--- src/rtl/dmc_pkg.sv ---
package dmc_pkg;
  // Register layout (behavioural bit positions)
  localparam int REG_W       = 32;
  localparam int STAT_W      = 16;
  localparam int CTRL_LO     = 16;
  localparam int RSV_LO      = 26;
  localparam int CTRL_W      = RSV_LO - CTRL_LO;
  localparam int BIT_ROUTE   = 25;
  localparam int BIT_TXIE    = 24;
  localparam int BIT_TRCEN   = 23;
  localparam int BIT_RXIE    = 22;
  localparam int BIT_TRCMODE = 21;

  // Strobes from control to datapath
  typedef struct packed {
    logic ctrlWr;
    logic statWr;
  } busStrobe_t;

  // Decoded control bits from datapath to control
  typedef struct packed {
    logic routeExt;
    logic txIe;
    logic rxIe;
    logic trcEn;
    logic trcMode;
  } ctlBits_t;
endpackage

--- src/rtl/dmc_regfile.sv ---
module dmc_regfile
  import dmc_pkg::*;
#(
  parameter int NUM_DET = 8
) (
  input  logic                clk,
  input  logic                rst,
  input  busStrobe_t          strb,
  input  logic [REG_W-1:0]    wrData,
  input  logic [NUM_DET-1:0]  detEvent,
  output logic [REG_W-1:0]    rdData,
  output ctlBits_t            ctl
);
  logic [CTRL_W-1:0]  ctrlQ;
  logic [NUM_DET-1:0] statQ;

  // Control field: plain read/write storage
  always_ff @(posedge clk) begin
    if (rst)              ctrlQ <= '0;
    else if (strb.ctrlWr) ctrlQ <= wrData[RSV_LO-1:CTRL_LO];
  end

  // Sticky flags: set by event, cleared by writing zero; set wins
  for (genvar i = 0; i < NUM_DET; i++) begin : gStat
    logic clrHit;
    assign clrHit = strb.statWr & ~wrData[i];
    always_ff @(posedge clk) begin
      if (rst) statQ[i] <= 1'b0;
      else     statQ[i] <= detEvent[i] | (statQ[i] & ~clrHit);
    end
  end

  always_comb begin
    rdData                       = '0;
    rdData[RSV_LO-1:CTRL_LO]     = ctrlQ;
    rdData[NUM_DET-1:0]          = statQ;
  end

  assign ctl.routeExt = ctrlQ[BIT_ROUTE   - CTRL_LO];
  assign ctl.txIe     = ctrlQ[BIT_TXIE    - CTRL_LO];
  assign ctl.rxIe     = ctrlQ[BIT_RXIE    - CTRL_LO];
  assign ctl.trcEn    = ctrlQ[BIT_TRCEN   - CTRL_LO];
  assign ctl.trcMode  = ctrlQ[BIT_TRCMODE - CTRL_LO];
endmodule

--- src/rtl/dmc_ctrl.sv ---
module dmc_ctrl
  import dmc_pkg::*;
(
  input  logic       clk,
  input  logic       rst,
  input  logic       wrEn,
  input  ctlBits_t   ctl,
  input  logic       txFull,
  input  logic       rxFull,
  input  logic       trcAlmostFull,
  output busStrobe_t strb,
  output logic       dbgExc,
  output logic       extIrq,
  output logic       debugReq
);
  logic txPrev, rxPrev, trcPrev;
  logic txFall, rxRise, trcRise, excAny;

  assign strb.ctrlWr = wrEn;
  assign strb.statWr = wrEn;

  always_comb begin
    txFall  = ctl.txIe & txPrev & ~txFull;
    rxRise  = ctl.rxIe & ~rxPrev & rxFull;
    trcRise = ctl.trcEn & ctl.trcMode & ~trcPrev & trcAlmostFull;
    excAny  = txFall | rxRise | trcRise;
  end

  always_ff @(posedge clk) begin
    if (rst) begin
      txPrev   <= 1'b0;
      rxPrev   <= 1'b0;
      trcPrev  <= 1'b0;
      dbgExc   <= 1'b0;
      extIrq   <= 1'b0;
      debugReq <= 1'b0;
    end else begin
      txPrev   <= txFull;
      rxPrev   <= rxFull;
      trcPrev  <= trcAlmostFull;
      dbgExc   <= excAny & ~ctl.routeExt;
      extIrq   <= excAny & ctl.routeExt;
      debugReq <= ctl.trcEn & ~ctl.trcMode & trcAlmostFull;
    end
  end
endmodule

--- src/rtl/dbg_mon_ctl_reg.sv ---
module dbg_mon_ctl_reg
  import dmc_pkg::*;
#(
  parameter int NUM_DET = 8
) (
  input  logic               clk,
  input  logic               rst,
  input  logic               wrEn,
  input  logic [31:0]        wrData,
  output logic [31:0]        rdData,
  input  logic [NUM_DET-1:0] detEvent,
  input  logic               txFull,
  input  logic               rxFull,
  input  logic               trcAlmostFull,
  output logic               dbgExc,
  output logic               extIrq,
  output logic               debugReq
);
  busStrobe_t strb;
  ctlBits_t   ctl;

  dmc_ctrl u_ctrl (
    .clk(clk), .rst(rst), .wrEn(wrEn), .ctl(ctl),
    .txFull(txFull), .rxFull(rxFull), .trcAlmostFull(trcAlmostFull),
    .strb(strb), .dbgExc(dbgExc), .extIrq(extIrq), .debugReq(debugReq)
  );

  dmc_regfile #(.NUM_DET(NUM_DET)) u_regs (
    .clk(clk), .rst(rst), .strb(strb), .wrData(wrData),
    .detEvent(detEvent), .rdData(rdData), .ctl(ctl)
  );
endmodule

--- config.mk ---
export PLATFORM = sky130hd
export DESIGN_NAME = dbg_mon_ctl_reg
export DESIGN_NICKNAME = d
export VERILOG_FILES = /design/src/rtl/dmc_pkg.sv /design/src/rtl/dmc_regfile.sv /design/src/rtl/dmc_ctrl.sv /design/src/rtl/dbg_mon_ctl_reg.sv
export SDC_FILE = /design/constraint.sdc
export NUM_CORES = 1
export LEC_CHECK = 0
export BUFFER_PORTS_ARGS = -buffer_cell sky130_fd_sc_hd__buf_2
export CAP_MARGIN = 20
export CELL_PAD_IN_SITES_DETAIL_PLACEMENT = 1
export CELL_PAD_IN_SITES_GLOBAL_PLACEMENT = 2
export CORE_UTILIZATION = 17
export DETAILED_ROUTE_END_ITERATION = 8
export PLACE_DENSITY = 0.74
export SLEW_MARGIN = 10
export SYNTH_ARGS = -nofsm -noshare
export SYNTH_HDL_FRONTEND = slang
export SYNTH_SLANG_ARGS = --single-unit
--- constraint.sdc ---
create_clock -name clk -period 1 [get_ports clk]
set_input_delay 0.2 -clock clk [delete_from_list [all_inputs] [get_ports clk]]
set_output_delay 0.2 -clock clk [all_outputs]
set_load 0.02 [all_outputs]
* Yosys cells after proc, flatten, opt, wreduce, memory -nomap -nowiden
Index checks and enable logic that the tools add are counted.
Cells by class: bitwise gates (word level) 58
Operator list (number):
- $and A1 B1 Y1 | 27
- $not A1 Y1 | 21
- $or A1 B1 Y1 | 10
Storage, ports and cells: flip-flop bits (word level) 24, input port bits 46, output and inout port bits 35, word-level logic and storage cells 73

* Longest topological paths before layout
Gate-level depths: netlist (run 1).
word-level depth 6, mapped depth 4, depth with buffers taken out 3

* Cells and area by module
A second synthesis (run 1) with hierarchy kept.
Unflattened totals: cells, all modules 104, area, all modules 1036.0 um^2
Modules (own cells, without submodules):
- dmc_regfile | instances 1, cells an instance 85, area each 802.0 um^2, seq. area each 360.3 um^2
- dmc_ctrl | instances 1, cells an instance 19, area each 234.0 um^2, seq. area each 120.1 um^2

* Least setup slack after synthesis (run 1)
Ideal clock, no wire load.
path type reg-to-reg, start register u_regs.ctrlQ[7], end register u_ctrl.extIrq, setup time 0.123 ns, arrival time 0.910 ns, data required time 0.877 ns, path slack -0.033 ns, stages on the path, launching flop included 4, buffers on the path 0, clock period less this slack 1.033 ns, cell sequence dfxtp_1 > and3b_1 > a311oi_2 > nor2b_1
Between the ends: cells in the longest elaborated chain, start to end 5
Ends and longest elaborated chain:
- from (decl) | RTL line dmc_regfile.sv:14 | logic [CTRL_W-1:0] ctrlQ;
- from (signal assigned) | RTL line dmc_regfile.sv:20 | else if (strb.ctrlWr) ctrlQ <= wrData[RSV_LO-1:CTRL_LO];
- $and A1 B1 Y1 (3 in a row) | RTL line dmc_ctrl.sv:25 | trcRise = ctl.trcEn & ctl.trcMode & ~trcPrev & trcAlmostFull;
- $or A1 B1 Y1 | RTL line dmc_ctrl.sv:26 | excAny = txFall | rxRise | trcRise;
- $and A1 B1 Y1 | RTL line dmc_ctrl.sv:42 | extIrq <= excAny & ctl.routeExt;
- to (signal assigned) | RTL line dmc_ctrl.sv:42
- to (decl) | RTL line dmc_ctrl.sv:13 | output logic extIrq,
No other way between the ends. A chain may end at the register's enable or synchronous reset.

* Final worst setup path (run 1)
start register u_regs.ctrlQ[5], end output port rdData[21]
RTL lines:
- to (decl) | RTL line dbg_mon_ctl_reg.sv:10 | output logic [31:0] rdData,
No word-level cell between the ends.

==> tab_implementation.tex, run 1 <==
\begin{tabular}{lr}
\hline
Metric & Value \\
\hline
\multicolumn{2}{l}{\textbf{Cells and area}} \\
Layout area overhead & 48.62\% \\
Count of non-filler cells in the finished layout & 223 \\
Cell area after layout & 1411 µm² \\
Most frequent standard cell in the layout excluding fill and tap cells & buf\_2 \\
Share of final-layout standard cells stronger than drive strength 1 & 46.41\% \\
Antenna diodes & 0 \\
Utilization of the core after routing & 26.95\% \\
Fin nets & 200 \\
Total of fill cells in the finished design & 629 \\
Most used cells in the layout excluding fill and tap cells & 38 x buf\_2, 19 x nor2\_1, 16 x dfxtp\_1, 15 x buf\_4, 14 x conb\_1 \\
\multicolumn{2}{l}{\textbf{Routing}} \\
Mean routed wirelength per cell & 10.22 µm \\
Iter 0 DRT Violations & 9 \\
First drt pass iteration count & 2 \\
Total number of vias & 797 \\
Post-DR vias/cell & 3.574 \\
DRC & 0 \\
Post-route antenna net violation count & 0 \\
DRT Wirelength & 2278 µm \\
\multicolumn{2}{l}{\textbf{Timing}} \\
Post-layout minimum cycle time & 0.9594 ns \\
Maximum clock rate & 1.042 GHz \\
Unrepaired setup endpoints after global routing & yes \\
Period utilisation layout & 95.94\% \\
Total negative slack for setup checks & 0 ns \\
Clk\_skew & 0.001606 ns \\
Final critical-path setup slack & 0.04056 ns \\
Final Hold Vio Count & 0 \\
Number of slew-limit violations in the final report & 0 \\
Final-layout worst hold slack & 0.1399 ns \\
Setup violators final & 0 \\
\multicolumn{2}{l}{\textbf{Placed design}} \\
Placer's final routability congestion estimate & 0.6085 \\
Number of instances in the placed design & 220 \\
Worst Setup Slack post-DPL & -0.03472 ns \\
Quantity of I/O buffers inserted on ports & 52 \\
DP Wirelength & 1732 µm \\
DP Area & 1280 µm² \\
\multicolumn{2}{l}{\textbf{Run}} \\
Max-capacitance violation count & 0 \\
\multicolumn{2}{l}{\textbf{Clock tree}} \\
Count of H-tree levels built during CTS & 1 \\
Count of hold buffers inserted by post-cts repair & 0 \\
Clock transition at path regs & 0.09 ns \\
CTS Buf Count & 3 \\
Latest clock arrival within the worst-skew pair & 0.26 ns \\
Clock tree from TritonCTS & yes \\
Maximum count of clock buffers along a single path & 2 \\
Clock tree root driver cell & clkbuf\_8 \\
Clock sink count & 24 \\
\multicolumn{2}{l}{\textbf{Logic synthesis}} \\
Number of cells produced by synthesis & 98 \\
Mean post-synth cell area & 9.690 µm² \\
Register area share after synthesis & 50.59\% \\
Post-synthesis cell type count & 14 \\
Number of warnings issued by yosys & 0 \\
Post-Synthesis Cell Area & 949.7 µm² \\
Total of flip-flops plus latches after synthesis & 24 \\
\multicolumn{2}{l}{\textbf{Global routing}} \\
Tot GR Track Use & 7.758\% \\
Number of antenna violations at the first check in global routing & 0 \\
Via count of the first global-routing pass & 786 \\
Remaining global-route overflow & 0 \\
First-pass GRT wire length & 3581 µm \\
Largest net degree at the start of global routing & 19 \\
\multicolumn{2}{l}{\textbf{Worst setup path}} \\
Kind of launch point of the worst setup path & register \\
Worst endpoint required time & 0.80 ns \\
Data arrival time at the worst-slack endpoint & 0.76 ns \\
Crit path max-delay cell type & dfxtp\_4 \\
Top cell family by delay on the critical path & flip-flops \\
Worst-path fanout max & 4 \\
Worst Path Buf+Inv & 1 \\
Crit path cell chain & buf\_6 \\
Delay of the slowest critical-path stage & 0.37 ns \\
Worst Setup End Kind & output pin \\
Startpoint-to-endpoint class of the critical path & register to output pin \\
\multicolumn{2}{l}{\textbf{Power and ir drop}} \\
Leakage dissipation & 0.6973 nW \\
Post-layout power & 2.270 mW \\
Worst ir drop on vdd & 707.9 µV \\
Power per cell area & 1608 nW/µm² \\
\multicolumn{2}{l}{\textbf{Status}} \\
Run status & finished clean \\
\multicolumn{2}{l}{\textbf{Floorplan}} \\
Number of cell rows & 26 \\
Die extent in y & 76.74 µm \\
Initial core utilization & 18.13\% \\
CORE AREA & 5238 µm² \\
Area enclosed by the die boundary & 5889 µm² \\
Number of placed I/O pins & 81 \\
Overall die width & 76.74 µm \\
\multicolumn{2}{l}{\textbf{Worst hold path}} \\
Worst Hold Class & primary input to register \\
\hline
\end{tabular}
==> worst paths after layout <==
path                                start                          end  slack, ns  cells past startpoint
max          u_regs.ctrlQ[5]$_SDFFE_PP0P_                   rdData[21]       0.04                      1
min                           detEvent[2]  u_regs.rdData[2]$_SDFF_PP0_       0.14                      3
max reg2reg  u_regs.ctrlQ[6]$_SDFFE_PP0P_     u_ctrl.dbgExc$_SDFF_PP0_       0.07                      3
min reg2reg  u_regs.ctrlQ[5]$_SDFFE_PP0P_   u_ctrl.debugReq$_SDFF_PP0_       0.46                      1
==> sequential cells by signal (all words and copies together) (netlist names) <==
register	flops
u_ctrl.txPrev	1
u_ctrl.rxPrev	1
u_ctrl.extIrq	1
u_regs.ctrlQ	10
u_regs.rdData	8
u_ctrl.trcPrev	1
u_ctrl.dbgExc	1
u_ctrl.debugReq	1
==> cell type report <==
cell class | count | area [µm²] | area share (%)
Tap cell | 70 | 87.58 | 6.206
Clock buffer | 3 | 41.29 | 2.926
Clock inverter | 1 | 30.03 | 2.128
Sequential cell | 24 | 493.0 | 34.93
Inverter | 1 | 3.754 | 0.2660
Multi-Input combinational cell | 68 | 410.4 | 29.08
Timing Repair Buffer | 56 | 345.3 | 24.47
==> worst min-delay path, cell delays in order <==
cell	delay (ns)
buf_2	0.07
a21oi_1	0.03
nor2_1	0.06
==> timing repair <==
item / in CTS / in global routing
gates cloned: 0 / 0
resized for setup: 10 / 16
setup buffers: 0 / 1
endpoints found under the setup margin: 5 / 16
pin swaps: 1 / 4
==> synth_stat cells <==
master | instances | area share, %
nor4bb_1 | 2 | 2.1
mux2i_1 | 10 | 11
nor2_1 | 19 | 7.5
a21oi_1 | 8 | 4.2
buf_4 | 15 | 12
conb_1 | 1 | 0.39
nor2b_1 | 5 | 3.3
clkbuf_1 | 2 | 0.79
a311oi_2 | 1 | 1.6
and3b_1 | 1 | 0.92
nand2b_1 | 8 | 5.3
inv_1 | 1 | 0.39
buf_2 | 1 | 0.53
dfxtp_1 | 24 | 51
==> cell families after synthesis <==
kind of cell | after synthesis | share of synthesized area, %
AO/OA/AOI/OAI | 9 | 5.797
buffers and inverters | 19 | 13.57
flip-flops | 24 | 50.59
AND/OR/NAND/NOR | 35 | 19.10
multiplexers | 10 | 10.54
other | 1 | 0.3949
==> power by group <==
| group | internal, mW | switching [mW] |
|---|---|---|
| Sequential | 1.01 | 0.0304 |
| Clock | 0.535 | 0.316 |
| Combinational | 0.168 | 0.208 |
==> metal layers <==
metal / track usage, % / part of all wire [%] / vias up
met5: 0 / 0 / -
met4: 4.615 / 1.5 / 0
met3: 0.8333 / 5.2 / 2
met2: 13.13 / 52 / 30
met1: 9.404 / 41 / 368
li1: - / - / 397
No activity file was read; power rests on OpenSTA's default activity.
==> run 2: changes to the inputs <==
- CORE_UTILIZATION: 17 -> 20
- CTS_CLUSTER_DIAMETER: not set -> 200
- PLACE_DENSITY: 0.74 -> 0.82
- clock period: 1 -> 1.15 ns (I/O delays scaled with it)
==> run 2 against run 1 <==
Effect of this change:
- combinational power is 20% lower
- critical endpoint unchanged
- critical path depth stayed put
- sequential share of layout area up 2.1 points
- count of clock-buffer cells in the layout up 1
- largest power group unchanged
- clock skew up 0.0037 ns
- final cell count fell by 8.1%
- utilization up 2.2 points
==> tab_implementation.tex, run 2 (synthesized netlist as in run 1, its figures left out) <==
\begin{tabular}{lr}
\hline
Metric & Value \\
\hline
\multicolumn{2}{l}{\textbf{Floorplan}} \\
Die extent in y & 70.91 µm (-7.6\%) \\
Number of placed I/O pins & 81 (unchanged) \\
Number of cell rows & 24 (-7.7\%) \\
Initial core utilization & 21.37\% (+3.2 points) \\
Overall die width & 70.91 µm (-7.6\%) \\
CORE AREA & 4444 µm² (-15\%) \\
Area enclosed by the die boundary & 5028 µm² (-15\%) \\
\multicolumn{2}{l}{\textbf{Placed design}} \\
DP Wirelength & 1714 µm (-1.0\%) \\
DP Area & 1241 µm² (-3.0\%) \\
Placer's final routability congestion estimate & 0.6399 (+5.2\%) \\
Worst Setup Slack post-DPL & 0.03537 ns (+0.07009 ns) \\
Quantity of I/O buffers inserted on ports & 52 (unchanged) \\
\multicolumn{2}{l}{\textbf{Timing}} \\
Final critical-path setup slack & 0.07836 ns (+0.03780 ns) \\
Period utilisation layout & 93.19\% \\
Post-layout minimum cycle time & 1.072 ns \\
Setup violators final & 0 (unchanged) \\
Total negative slack for setup checks & 0 ns (unchanged) \\
Number of slew-limit violations in the final report & 0 (unchanged) \\
Unrepaired setup endpoints after global routing & no \\
Maximum clock rate & 0.9332 GHz \\
Clk\_skew & 0.005271 ns (+0.003665 ns) \\
Final Hold Vio Count & 0 (unchanged) \\
\multicolumn{2}{l}{\textbf{Worst setup path}} \\
Kind of launch point of the worst setup path & register \\
Crit path cell chain & buf\_2 \\
Data arrival time at the worst-slack endpoint & 0.84 ns (+0.08 ns) \\
Worst Setup End Kind & output pin \\
Setup slack of the most critical reg-to-reg path & 0.11 ns (+0.04 ns) \\
Crit path max-delay cell type & dfxtp\_1 \\
Delay of the slowest critical-path stage & 0.39 ns (+0.02 ns) \\
Worst flop-to-flop path endpoint & u\_ctrl.extIrq\$\_SDFF\_PP0\_ \\
FF-to-FF Start & u\_regs.ctrlQ[6]\$\_SDFFE\_PP0P\_ \\
Worst Path Buf+Inv & 1 (unchanged) \\
Top cell family by delay on the critical path & flip-flops \\
Startpoint-to-endpoint class of the critical path & register to output pin \\
Depth of the worst register-to-register path & 3 (unchanged) \\
Worst endpoint required time & 0.92 ns (+0.12 ns) \\
Worst-path fanout max & 4 (unchanged) \\
\multicolumn{2}{l}{\textbf{Routing}} \\
First drt pass iteration count & 6 (+4) \\
Iter 0 DRT Violations & 17 (+8) \\
DRC & 0 (unchanged) \\
Post-DR vias/cell & 3.927 (+9.9\%) \\
Post-route antenna net violation count & 0 (unchanged) \\
DRT Wirelength & 2134 µm (-6.3\%) \\
Total number of vias & 805 (+1.0\%) \\
Mean routed wirelength per cell & 10.41 µm (+1.9\%) \\
\multicolumn{2}{l}{\textbf{Cells and area}} \\
Register name with the most flops & u\_regs.ctrlQ \\
Cell area after layout & 1296 µm² (-8.2\%) \\
Total of fill cells in the finished design & 552 (-12\%) \\
Share of final-layout standard cells stronger than drive strength 1 & 39.87\% (-6.5 points) \\
Antenna diodes & 0 (unchanged) \\
Fin nets & 200 (unchanged) \\
Max FFs per register & 10 (unchanged) \\
Most used cells in the layout excluding fill and tap cells & 52 x buf\_2, 24 x dfxtp\_1, 19 x nor2\_1, 14 x conb\_1, 10 x mux2i\_1 \\
Most frequent standard cell in the layout excluding fill and tap cells & buf\_2 \\
Layout area overhead & 36.50\% \\
\multicolumn{2}{l}{\textbf{Global routing}} \\
Remaining global-route overflow & 0 (unchanged) \\
Tot GR Track Use & 8.516\% (+0.76 points) \\
Number of antenna violations at the first check in global routing & 0 (unchanged) \\
Via count of the first global-routing pass & 719 (-8.5\%) \\
First-pass GRT wire length & 3284 µm (-8.3\%) \\
Largest net degree at the start of global routing & 14 (-5) \\
\multicolumn{2}{l}{\textbf{Status}} \\
Run status & finished clean \\
\multicolumn{2}{l}{\textbf{Clock tree}} \\
Count of H-tree levels built during CTS & 1 (unchanged) \\
Clock tree root driver cell & clkbuf\_8 \\
Number of setup buffers added after CTS & 0 (unchanged) \\
Clock transition at path regs & 0.08 ns (about the same) \\
Latest clock arrival within the worst-skew pair & 0.26 ns (about the same) \\
Count of hold buffers inserted by post-cts repair & 0 (unchanged) \\
Clock sink count & 24 (unchanged) \\
Maximum count of clock buffers along a single path & 2 (unchanged) \\
Clock tree from TritonCTS & yes \\
CTS resizes & 0 (-10) \\
CTS Buf Count & 3 (unchanged) \\
\multicolumn{2}{l}{\textbf{Worst hold path}} \\
Source of the worst hold timing path & detEvent[4] \\
Number of instances on the worst hold path & 3 (unchanged) \\
Hold Crit Endpoint & u\_regs.rdData[4]\$\_SDFF\_PP0\_ \\
Worst Hold Class & primary input to register \\
\multicolumn{2}{l}{\textbf{Power and ir drop}} \\
Worst ir drop on vdd & 393.9 µV (-44\%) \\
Power per cell area & 1357 nW/µm² (-16\%) \\
Leakage dissipation & 0.6770 nW (-2.9\%) \\
\multicolumn{2}{l}{\textbf{Run}} \\
Max-capacitance violation count & 0 (unchanged) \\
\hline
\end{tabular}
==> run 2: cell types whose count changed in the layout (fill, tap and decap cells not counted), moves of 2 or more <==
cell,change
buf_2,+14
dfxtp_1,+8
dfxtp_2,-7
nor4bb_1,+2
buf_6,-2
buf_4,-12
==> run 2: cell type report <==
| type | count | area (µm²) | share of cell area [%] |
|---|---|---|---|
| Multi-Input combinational cell | 68 | 389.1 | 30.02 |
| Timing Repair Buffer | 56 | 302.8 | 23.36 |
| Sequential cell | 24 | 480.5 | 37.07 |
| Clock buffer | 4 | 55.05 | 4.247 |
| Tap cell | 52 | 65.06 | 5.019 |
| Inverter | 1 | 3.754 | 0.2896 |
==> run 2: stage by stage <==
| step | hold slack, ns | util [%] | power [mW] | cells |
|---|---|---|---|---|
| 2_1_floorplan | 0.3016 | - | 1.137 | 111 |
| 3_3_place_gp | 0.4366 | 27.93 | 1.222 | 201 |
| 3_5_place_dp | 0.4447 | 27.93 | 1.227 | 201 |
| 4_1_cts | 0.1584 | 29.17 | 1.803 | 205 |
| 5_1_grt | 0.1642 | 29.17 | 1.863 | 205 |
| 6_report | 0.1682 | 29.17 | 1.759 | 205 |
==> run 2: how the worst max path moves through the flow <==
stage	endpoint	cells after the start	slack (ns)	start
after global placement	u_ctrl.extIrq$_SDFF_PP0_	4	0.02	rst
after detailed placement	u_ctrl.extIrq$_SDFF_PP0_	4	0.04	rst
after CTS	rdData[21]	1	0.06	u_regs.ctrlQ[5]$_SDFFE_PP0P_
final	rdData[21]	1	0.08	u_regs.ctrlQ[5]$_SDFFE_PP0P_
after floorplan	u_ctrl.extIrq$_SDFF_PP0_	3	0.12	u_regs.ctrlQ[7]$_SDFFE_PP0P_
after global routing	rdData[21]	1	0.01	u_regs.ctrlQ[5]$_SDFFE_PP0P_
==> run 2: power breakdown <==
| part | total, mW | switching (mW) | internal [mW] |
|---|---|---|---|
| logic | 0.301 | 0.178 | 0.123 |
| registers | 0.902 | 0.0232 | 0.879 |
| clock network | 0.556 | 0.251 | 0.305 |
==> run 2: per-layer routing <==
metal,vias to the layer above,global-route usage (%),wire length [µm]
li1,397,-,-
met1,368,9.331,892
met2,36,14.74,1058
met3,4,2.564,138
met4,0,4.667,44
met5,-,0,0
==> run 3: changes to the inputs <==
- CORE_MARGIN: not set -> 3
- CTS_CLUSTER_SIZE: not set -> 25
- HOLD_SLACK_MARGIN: not set -> 0.15
==> run 3 against run 2 <==
Effect of this change:
- worst hold slack improved by 0.0011 ns
- combinational power about the same
- power increased by 0.69%
- count of clock-buffer cells in the layout unchanged
- sequential power about the same
- maximum frequency increased by 0.74%
==> tab_implementation.tex, run 3 (synthesized netlist as in run 1, its figures left out) <==
\begin{tabular}{lr}
\hline
Metric & Value \\
\hline
\multicolumn{2}{l}{\textbf{Routing}} \\
Iter 0 DRT Violations & 20 (+3) \\
Post-DR vias/cell & 3.931 (+0.12\%) \\
First drt pass iteration count & 2 (-4) \\
DRT Wirelength & 2345 µm (+9.9\%) \\
Total number of vias & 802 (-0.37\%) \\
DRC & 0 (unchanged) \\
Post-route antenna net violation count & 0 (unchanged) \\
Mean routed wirelength per cell & 11.50 µm (+10\%) \\
\multicolumn{2}{l}{\textbf{Power and ir drop}} \\
Share of power burned in registers & 50.9\% (-0.4 points) \\
Switching power & 0.4664 mW (+3.1\%) \\
Logic gate share of total power & 17.0\% (about the same) \\
Leakage dissipation & 0.6722 nW (-0.71\%) \\
Worst ir drop on vdd & 406.9 µV (+3.3\%) \\
Switching Share & 26.33\% (+0.62 points) \\
Clock power frac & 32.1\% (+0.5 points) \\
Internal power summed over all cells & 1.305 mW (-0.15\%) \\
Power per cell area & 1374 nW/µm² (+1.3\%) \\
\multicolumn{2}{l}{\textbf{Cells and area}} \\
Fin nets & 199 (-0.50\%) \\
Most frequent standard cell in the layout excluding fill and tap cells & buf\_2 \\
Count of non-filler cells in the finished layout & 204 (-0.49\%) \\
Max FFs per register & 10 (unchanged) \\
Total of fill cells in the finished design & 545 (-1.3\%) \\
Most used cells in the layout excluding fill and tap cells & 52 x buf\_2, 24 x dfxtp\_1, 19 x nor2\_1, 14 x conb\_1, 10 x mux2i\_1 \\
Layout area overhead & 35.71\% \\
Antenna diodes & 0 (unchanged) \\
Share of final-layout standard cells stronger than drive strength 1 & 39.47\% (-0.40 points) \\
Cell area after layout & 1289 µm² (-0.58\%) \\
Register name with the most flops & u\_regs.ctrlQ \\
\multicolumn{2}{l}{\textbf{Timing}} \\
Number of slew-limit violations in the final report & 0 (unchanged) \\
Final critical-path setup slack & 0.08620 ns (+0.007837 ns) \\
Setup violators final & 0 (unchanged) \\
Post-layout minimum cycle time & 1.064 ns (-0.007837 ns) \\
Unrepaired setup endpoints after global routing & no \\
Maximum clock rate & 0.9400 GHz (+0.74\%) \\
Final Hold Vio Count & 0 (unchanged) \\
Clk\_skew & 0.002353 ns (-0.002918 ns) \\
Period utilisation layout & 92.50\% (-0.68 points) \\
Total negative slack for setup checks & 0 ns (unchanged) \\
\multicolumn{2}{l}{\textbf{Worst hold path}} \\
Worst Hold Class & primary input to register \\
\multicolumn{2}{l}{\textbf{Global routing}} \\
Remaining global-route overflow & 0 (unchanged) \\
Tot GR Track Use & 8.490\% (-0.027 points) \\
First-pass GRT wire length & 3567 µm (+8.6\%) \\
Number of antenna violations at the first check in global routing & 0 (unchanged) \\
Via count of the first global-routing pass & 737 (+2.5\%) \\
Largest net degree at the start of global routing & 19 (+5) \\
\multicolumn{2}{l}{\textbf{Worst setup path}} \\
Top cell family by delay on the critical path & flip-flops \\
Startpoint-to-endpoint class of the critical path & register to output pin \\
Worst Path Buf+Inv & 1 (unchanged) \\
Data arrival time at the worst-slack endpoint & 0.83 ns (about the same) \\
Crit path max-delay cell type & dfxtp\_1 \\
Delay of the slowest critical-path stage & 0.39 ns (about the same) \\
Crit path cell chain & buf\_2 \\
Kind of launch point of the worst setup path & register \\
Worst endpoint required time & 0.92 ns (about the same) \\
Worst Setup End Kind & output pin \\
Worst-path fanout max & 4 (unchanged) \\
\multicolumn{2}{l}{\textbf{Placed design}} \\
Number of instances in the placed design & 200 (-0.50\%) \\
Quantity of I/O buffers inserted on ports & 52 (unchanged) \\
DP Wirelength & 1871 µm (+9.2\%) \\
DP Area & 1234 µm² (-0.61\%) \\
Worst Setup Slack post-DPL & 0.07754 ns (+0.04217 ns) \\
Placer's final routability congestion estimate & 0.6631 (+3.6\%) \\
\multicolumn{2}{l}{\textbf{Clock tree}} \\
Clock sink count & 24 (unchanged) \\
Maximum count of clock buffers along a single path & 2 (unchanged) \\
Latest clock arrival within the worst-skew pair & 0.26 ns (about the same) \\
CTS Buf Count & 3 (unchanged) \\
Clock tree from TritonCTS & yes \\
Count of H-tree levels built during CTS & 1 (unchanged) \\
Number of setup buffers added after CTS & 0 (unchanged) \\
Clock tree root driver cell & clkbuf\_8 \\
Clock transition at path regs & 0.08 ns (about the same) \\
Count of hold buffers inserted by post-cts repair & 0 (unchanged) \\
CTS resizes & 0 (unchanged) \\
\multicolumn{2}{l}{\textbf{Floorplan}} \\
Number of placed I/O pins & 81 (unchanged) \\
Area enclosed by the die boundary & 5611 µm² (+12\%) \\
Number of cell rows & 24 (unchanged) \\
Overall die width & 74.91 µm (+5.6\%) \\
CORE AREA & 4474 µm² (+0.68\%) \\
Die extent in y & 74.91 µm (+5.6\%) \\
Initial core utilization & 21.22\% (-0.14 points) \\
\multicolumn{2}{l}{\textbf{Run}} \\
Max-capacitance violation count & 0 (unchanged) \\
\multicolumn{2}{l}{\textbf{Status}} \\
Run status & finished clean \\
\hline
\end{tabular}
[run 3: power by group through the flow]
stage | registers, mW | clock network, mW | logic, mW
CTS | 0.904 | 0.597 | 0.304
detailed placement | 0.922 | 0 | 0.304
finish | 0.902 | 0.568 | 0.301
floorplan | 0.974 | 0 | 0.164
global route | 0.910 | 0.638 | 0.330
global placement | 0.921 | 0 | 0.299
[run 3: layout make-up]
| class | count | area, µm² | share of cell area, % |
|---|---|---|---|
| inverters | 1 | 3.754 | 0.2913 |
| multi-input cells | 68 | 389.1 | 30.19 |
| well taps | 52 | 65.06 | 5.049 |
| clock buffers | 4 | 55.05 | 4.272 |
| repair buffers | 55 | 295.3 | 22.91 |
| flip-flops and latches | 24 | 480.5 | 37.28 |
[run 3: stage by stage]
step / hold WS (ns) / total power [mW] / util, %
2_1_floorplan: 0.3016 / 1.137 / -
3_3_place_gp: 0.4368 / 1.221 / 27.57
3_5_place_dp: 0.4487 / 1.226 / 27.57
4_1_cts: 0.1655 / 1.805 / 28.80
5_1_grt: 0.1648 / 1.877 / 28.80
6_report: 0.1692 / 1.771 / 28.80
[run 3: worst paths after layout]
| kind | slack [ns] | endpoint | from | cells past startpoint |
|---|---|---|---|---|
| worst min-delay path | 0.17 | u_regs.rdData[2]$_SDFF_PP0_ | detEvent[2] | 3 |
| worst min register to register | 0.46 | u_ctrl.dbgExc$_SDFF_PP0_ | u_regs.ctrlQ[9]$_SDFFE_PP0P_ | 1 |
| worst max-delay path | 0.09 | rdData[21] | u_regs.ctrlQ[5]$_SDFFE_PP0P_ | 1 |
| worst max register to register | 0.13 | u_ctrl.extIrq$_SDFF_PP0_ | u_regs.ctrlQ[6]$_SDFFE_PP0P_ | 3 |
[run 3: per-layer routing]
metal,track usage [%],up-vias,share of wire [%]
met4,4.150,0,1.2
met2,14.60,33,50
met5,0,-,0
li1,-,395,-
met3,1.602,2,7.2
met1,10.07,372,41
